## src/rtl/tlb_perm_cache.sv

```systemverilog
module tlb_perm_cache #(
  parameter int VPN_W    = 20,
  parameter int PPN_W    = 20,
  parameter int SET_BITS = 4,
  parameter int WAYS     = 4
) (
  input  logic                            clk,
  input  logic                            rst_n,
  input  logic                            lk_valid,
  input  logic [VPN_W-1:0]                lk_vpn,
  input  logic                            lk_write,
  input  logic                            lk_user,
  input  logic                            fill_valid,
  input  logic [VPN_W-1:0]                fill_vpn,
  input  logic [PPN_W-1:0]                fill_ppn,
  input  logic                            fill_global,
  input  logic                            fill_super,
  input  logic                            fill_writable,
  input  logic                            fill_dirty,
  input  logic                            flush_local,
  output logic                            res_valid,
  output logic                            res_hit,
  output logic                            res_fault,
  output logic [PPN_W-1:0]                res_ppn,
  output logic [(1<<SET_BITS)*WAYS-1:0]   dirty_map
);
  localparam int SETS    = 1 << SET_BITS;
  localparam int TAG_W   = VPN_W - SET_BITS;
  localparam int WAY_W   = (WAYS > 1) ? $clog2(WAYS) : 1;
  localparam int IDX_W   = SET_BITS + WAY_W;
  localparam int ENTRIES = SETS * WAYS;

  logic [ENTRIES-1:0] vld, glb, sup, wrt, drt;
  logic [TAG_W-1:0]   tag_q [ENTRIES];
  logic [PPN_W-1:0]   ppn_q [ENTRIES];
  logic [WAY_W-1:0]   rr_q  [SETS];

  // fill placement: matching way, else lowest free way, else round robin
  wire [SET_BITS-1:0] f_set = fill_vpn[SET_BITS-1:0];
  wire [TAG_W-1:0]    f_tag = fill_vpn[VPN_W-1:SET_BITS];
  logic               m_hit, i_any;
  logic [WAY_W-1:0]   m_way, i_way, f_way;
  logic [IDX_W-1:0]   f_idx;

  always_comb begin
    m_hit = 1'b0;
    i_any = 1'b0;
    m_way = '0;
    i_way = '0;
    for (int w = WAYS - 1; w >= 0; w--) begin
      if (vld[{f_set, WAY_W'(w)}] && tag_q[{f_set, WAY_W'(w)}] == f_tag) begin
        m_hit = 1'b1;
        m_way = WAY_W'(w);
      end
      if (!vld[{f_set, WAY_W'(w)}]) begin
        i_any = 1'b1;
        i_way = WAY_W'(w);
      end
    end
    f_way = m_hit ? m_way : (i_any ? i_way : rr_q[f_set]);
  end
  assign f_idx = {f_set, f_way};

  // registered request, compared against the array after the capture edge
  logic             req_v, req_wr, req_usr;
  logic [VPN_W-1:0] req_vpn;
  wire [SET_BITS-1:0] r_set = req_vpn[SET_BITS-1:0];
  wire [TAG_W-1:0]    r_tag = req_vpn[VPN_W-1:SET_BITS];
  logic               r_match;
  logic [IDX_W-1:0]   r_idx;

  always_comb begin
    r_match = 1'b0;
    r_idx   = {r_set, {WAY_W{1'b0}}};
    for (int w = 0; w < WAYS; w++) begin
      if (vld[{r_set, WAY_W'(w)}] && tag_q[{r_set, WAY_W'(w)}] == r_tag) begin
        r_match = 1'b1;
        r_idx   = {r_set, WAY_W'(w)};
      end
    end
  end

  wire perm_bad  = (req_usr & sup[r_idx]) | (req_wr & ~wrt[r_idx]);
  wire need_walk = req_wr & ~drt[r_idx];
  wire lk_hit    = req_v & r_match & ~perm_bad & ~need_walk;
  wire lk_fault  = req_v & r_match & perm_bad;

  always_ff @(posedge clk) begin
    if (!rst_n) begin
      vld       <= '0;
      req_v     <= 1'b0;
      req_wr    <= 1'b0;
      req_usr   <= 1'b0;
      req_vpn   <= '0;
      res_valid <= 1'b0;
      res_hit   <= 1'b0;
      res_fault <= 1'b0;
      res_ppn   <= '0;
      for (int s = 0; s < SETS; s++) rr_q[s] <= '0;
    end else begin
      req_v <= lk_valid;
      if (lk_valid) begin
        req_vpn <= lk_vpn;
        req_wr  <= lk_write;
        req_usr <= lk_user;
      end
      res_valid <= req_v;
      res_hit   <= lk_hit;
      res_fault <= lk_fault;
      res_ppn   <= lk_hit ? ppn_q[r_idx] : '0;
      if (flush_local) vld <= vld & glb;
      if (fill_valid) begin
        vld[f_idx] <= 1'b1;
        if (!m_hit && !i_any) rr_q[f_set] <= rr_q[f_set] + 1'b1;
      end
    end
  end

  always_ff @(posedge clk) begin
    if (fill_valid) begin
      tag_q[f_idx] <= f_tag;
      ppn_q[f_idx] <= fill_ppn;
      glb[f_idx]   <= fill_global;
      sup[f_idx]   <= fill_super;
      wrt[f_idx]   <= fill_writable;
      drt[f_idx]   <= fill_dirty;
    end
  end

  assign dirty_map = vld & drt;

  AST_HIT_FAULT_EXCL: assert property (@(posedge clk) disable iff (!rst_n)
    res_valid |-> !(res_hit && res_fault));
  AST_PPN_ZERO_IDLE: assert property (@(posedge clk) disable iff (!rst_n)
    !res_hit |-> res_ppn == '0);
  AST_RESULT_LATENCY: assert property (@(posedge clk) disable iff (!rst_n)
    lk_valid |-> ##2 res_valid);
  AST_FLUSH_KEEPS_GLOBAL: assert property (@(posedge clk) disable iff (!rst_n)
    (flush_local && !fill_valid) |=> ((vld & ~glb) == '0));
  AST_FILL_STATUS: assert property (@(posedge clk) disable iff (!rst_n)
    fill_valid |=> dirty_map[$past(f_idx)] == $past(fill_dirty));
endmodule

```

## config.mk

```make
export PLATFORM = sky130hd
export DESIGN_NAME = tlb_perm_cache
export DESIGN_NICKNAME = d
export VERILOG_FILES = /design/src/rtl/tlb_perm_cache.sv
export SDC_FILE = /design/constraint.sdc
export NUM_CORES = 2
export LEC_CHECK = 0
export BUFFER_PORTS_ARGS = -buffer_cell sky130_fd_sc_hd__buf_4
export CORE_MARGIN = 5
export CORE_UTILIZATION = 57
export DETAILED_ROUTE_END_ITERATION = 8
export PLACE_DENSITY_LB_ADDON = 0.25
export SLEW_MARGIN = 20
export SYNTH_ARGS = -nofsm -noshare
export SYNTH_HDL_FRONTEND = slang
export SYNTH_SLANG_ARGS = --single-unit
```

## constraint.sdc

```tcl
create_clock -name clk -period 6.3 [get_ports clk]
set_clock_uncertainty 0.05 [all_clocks]
set_input_delay 0.945 -clock clk [delete_from_list [all_inputs] [get_ports clk]]
set_output_delay 0.945 -clock clk [all_outputs]
set_load 0.01 [all_outputs]
```

==> flow_summary.ini <==
[synthesis]
synth-xor-area-share_pct = 1.04
synth.avg_cell_area_sq_um = 16.8
synth_nets = 6882
synth_top_family_by_area = multiplexers
synth_common_cells = 2592 x edfxtp_1, 594 x nand2_1, 580 x mux4_2
netlist_instances = 6811
yosys_warnings = 0
yosys-top-cells-area = edfxtp_1 68%, mux4_2 11%, mux2i_1 2.9%, dfxtp_1 2.0%, nand2_1 1.9%
synth_seq_cells = 2706
async_reset_ff_share_pct = 0
yosys_most_used_dff = edfxtp_1
synth.area.mux_share_pct = 14.7
yosys.area.top_type = edfxtp_1
synthAdderAreaFrac_pct = 0
syn_area_sq_um = 115000
yosys.area_share.simple_pct = 5.41
seq_area_frac_synth_pct = 70.0
yosysTopAreaCellShare_pct = 68.0
synth.most_common_cell = edfxtp_1
synth_compound_area_share_pct = 6.66
synth_cell_types = 103
synth_edf_count = 2592

[worst_setup_path]
critPathArrivalTime_ns = 6.72
critPathTopFamily = buffers and inverters
worstPathMaxFanout = 35
slowest_delay_ns = 0.81
crit_buf_inv = 6
slowest_stage = dfxtp_4
crit_path_end_kind = register
required_ns = 7.01
crit_chain = buf_12 > buf_4 > mux4_2 > mux4_2 > xnor2_1 > nand2_1 > nand4bb_1 > nor3_2 > buf_4 > nand2_8 > buf_4 > mux2i_1 > a211oi_1 > o311ai_1 > o311ai_4 > nand4_4 > buf_12 > buf_4 > a311oi_2
crit_cells = 19
rr_worst_depth = 19
path_class = register to register
cpMostUsedCell = buf_4
critPathLaunchType = register

[clocking]
cts.sinks = 2706
cts_buffers = 287
ctsHoldBuffers = 0
cts_resized = 0
clk_pin_slew_ns = 0.06
insertion_delay_ns = 0.93
clockBufferDepth = 4
post_cts.repair.setup_buffers = 0
cts_tree = done
h-tree-depth = 5
cts_root_buffer = clkbuf_16

[die]
die_w_microns = 458
rows = 164
die_y_microns = 458
start_util_pct = 57.3
pin_count = 158
die_area_sq_um = 210000
core-area_sq_um = 200000

[layout]
multi_input_area_sq_um = 32500
fin_area_sq_um = 132000
syn_to_final_growth_pct = 15.6
nets = 7401
register_area_sq_um = 80100
drive_gt1_share_pct = 24.7
fin_cells = 10197
final.fill_count = 13242

[power]
power_mw = 38.2
ir_drop_mv = 0.274
p_per_area_nw_per_um2 = 288
total_leakage_power_nw = 43.1

[hold_path]
hold_path.class = input port to register
holdPathStages = 3

[route]
firstDrtPassIters = 6
final_antenna_net_count = 0
route.detailed.drc = 0
drtIter0Drc = 11484
wl_microns = 378000
avgViaCountPerCell = 7.13
num_vias = 72673
wl_per_cell_microns = 37.1

[timing]
holdWs_ns = 0.249
relSlewSlack_pct = 25.7
rsz0062_at_grt = no
drv_slew = 0
final.period_utilization_pct = 95.4
fin_setup_tns_ns = 0
min_period_ns = 6.01
finalHoldViolCount = 0
worst_slew_pin_slew_ns = 1.11
setup_viol = 0
max_freq_ghz = 0.166

[placement]
portBuffers = 157
gp_congestion = 0.958
placed_cells = 9697
dp_hpwl_microns = 231000
place_area_sq_um = 124000

[job]
maxCapViolations = 0

[grt]
grt_pass1_wl_microns = 529000
antenna_found_initial = 12
grt_max_degree = 79
grt_pass1_vias = 70786
grt_usage_pct = 35.6
grt_overflow_total = 0

[status]
status = complete, no violations
power breakdown:
| part | internal [mW] | switching [mW] | total [mW] |
|---|---|---|---|
| Sequential | 19.8 | 0.0901 | 19.9 |
| Clock | 9.18 | 6.82 | 16.0 |
| Combinational | 0.887 | 1.43 | 2.32 |
per-stage QoR:
stage	setup slack (ns)	utilization, %
after detailed placement	-0.0965	61.9
after floorplan	-0.327	-
after global routing	0.113	66.3
after global placement	-0.150	61.9
final	0.290	66.3
after CTS	0.316	66.3
path summary, 6_finish.rpt:
check / from / end / slack [ns]
worst max register to register: register / res_ppn[13] / 0.29
worst min register to register: glb[11] / vld[11] / 0.49
worst max-delay path: register / res_ppn[13] / 0.29
worst min-delay path: lk_vpn[9] / req_vpn[9] / 0.25
layer usage:
metal / global-route usage [%] / wire, microns
met2: 55.1 / 174000
met1: 46.0 / 125000
met5: 0 / 0
met3: 9.34 / 50900
met4: 21.0 / 27600
layout by cell type, fill, tap and decap left out, drive strengths merged, types with 99 or more instances in the layout:
| cell | synthesis | final |
|---|---|---|
| a21oi | 182 | 182 |
| a31oi | 165 | 165 |
| dfxtp | 114 | 114 |
| edfxtp | 2592 | 2592 |
| nor2 | 244 | 244 |
| clkbuf | 216 | 366 |
| o21ai | 339 | 339 |
| xnor2 | 99 | 99 |
| nand2 | 597 | 597 |
| buf | 274 | 720 |
| mux2i | 335 | 335 |
| and2 | 133 | 133 |
| nand3 | 133 | 133 |
| mux4 | 580 | 580 |
| clkinv | 3 | 102 |
cells by family after synthesis:
logic type / after synthesis
DFF: 2706
muxes: 953
AOI/OAI and AO/OA: 1172
and+or+nand+nor: 1338
xor gates and xnor gates: 136
buffers and inverters: 506
flip-flops by register name, summed over array words and instances, names as in the netlist, named ones only:
name and flops:
res_hit 1, req_wr 1, wrt 64, req_v 1, vld 64, req_usr 1
res_ppn 20, tag_q 1024, drt 64, glb 64, ppn_q 1280, req_vpn 20
res_fault 1, sup 64, rr_q 32, res_valid 1
cell type report:
type                    count  share of cell area (%)
repair buffers            720                    5.87
diodes                     11                  0.0208
clock buffers             366                    5.85
well taps                2656                    2.51
flip-flops and latches   2706                    60.5
multi-input cells        3599                    24.5
clock inverters           123                   0.685
inverters                  16                  0.0472
tightest hold or removal path: stages:
cell and delay (ns):
buf_4 0.08, mux2i_1 0.06, nor2b_1 0.10
No activity file was read; power rests on OpenSTA's default activity.
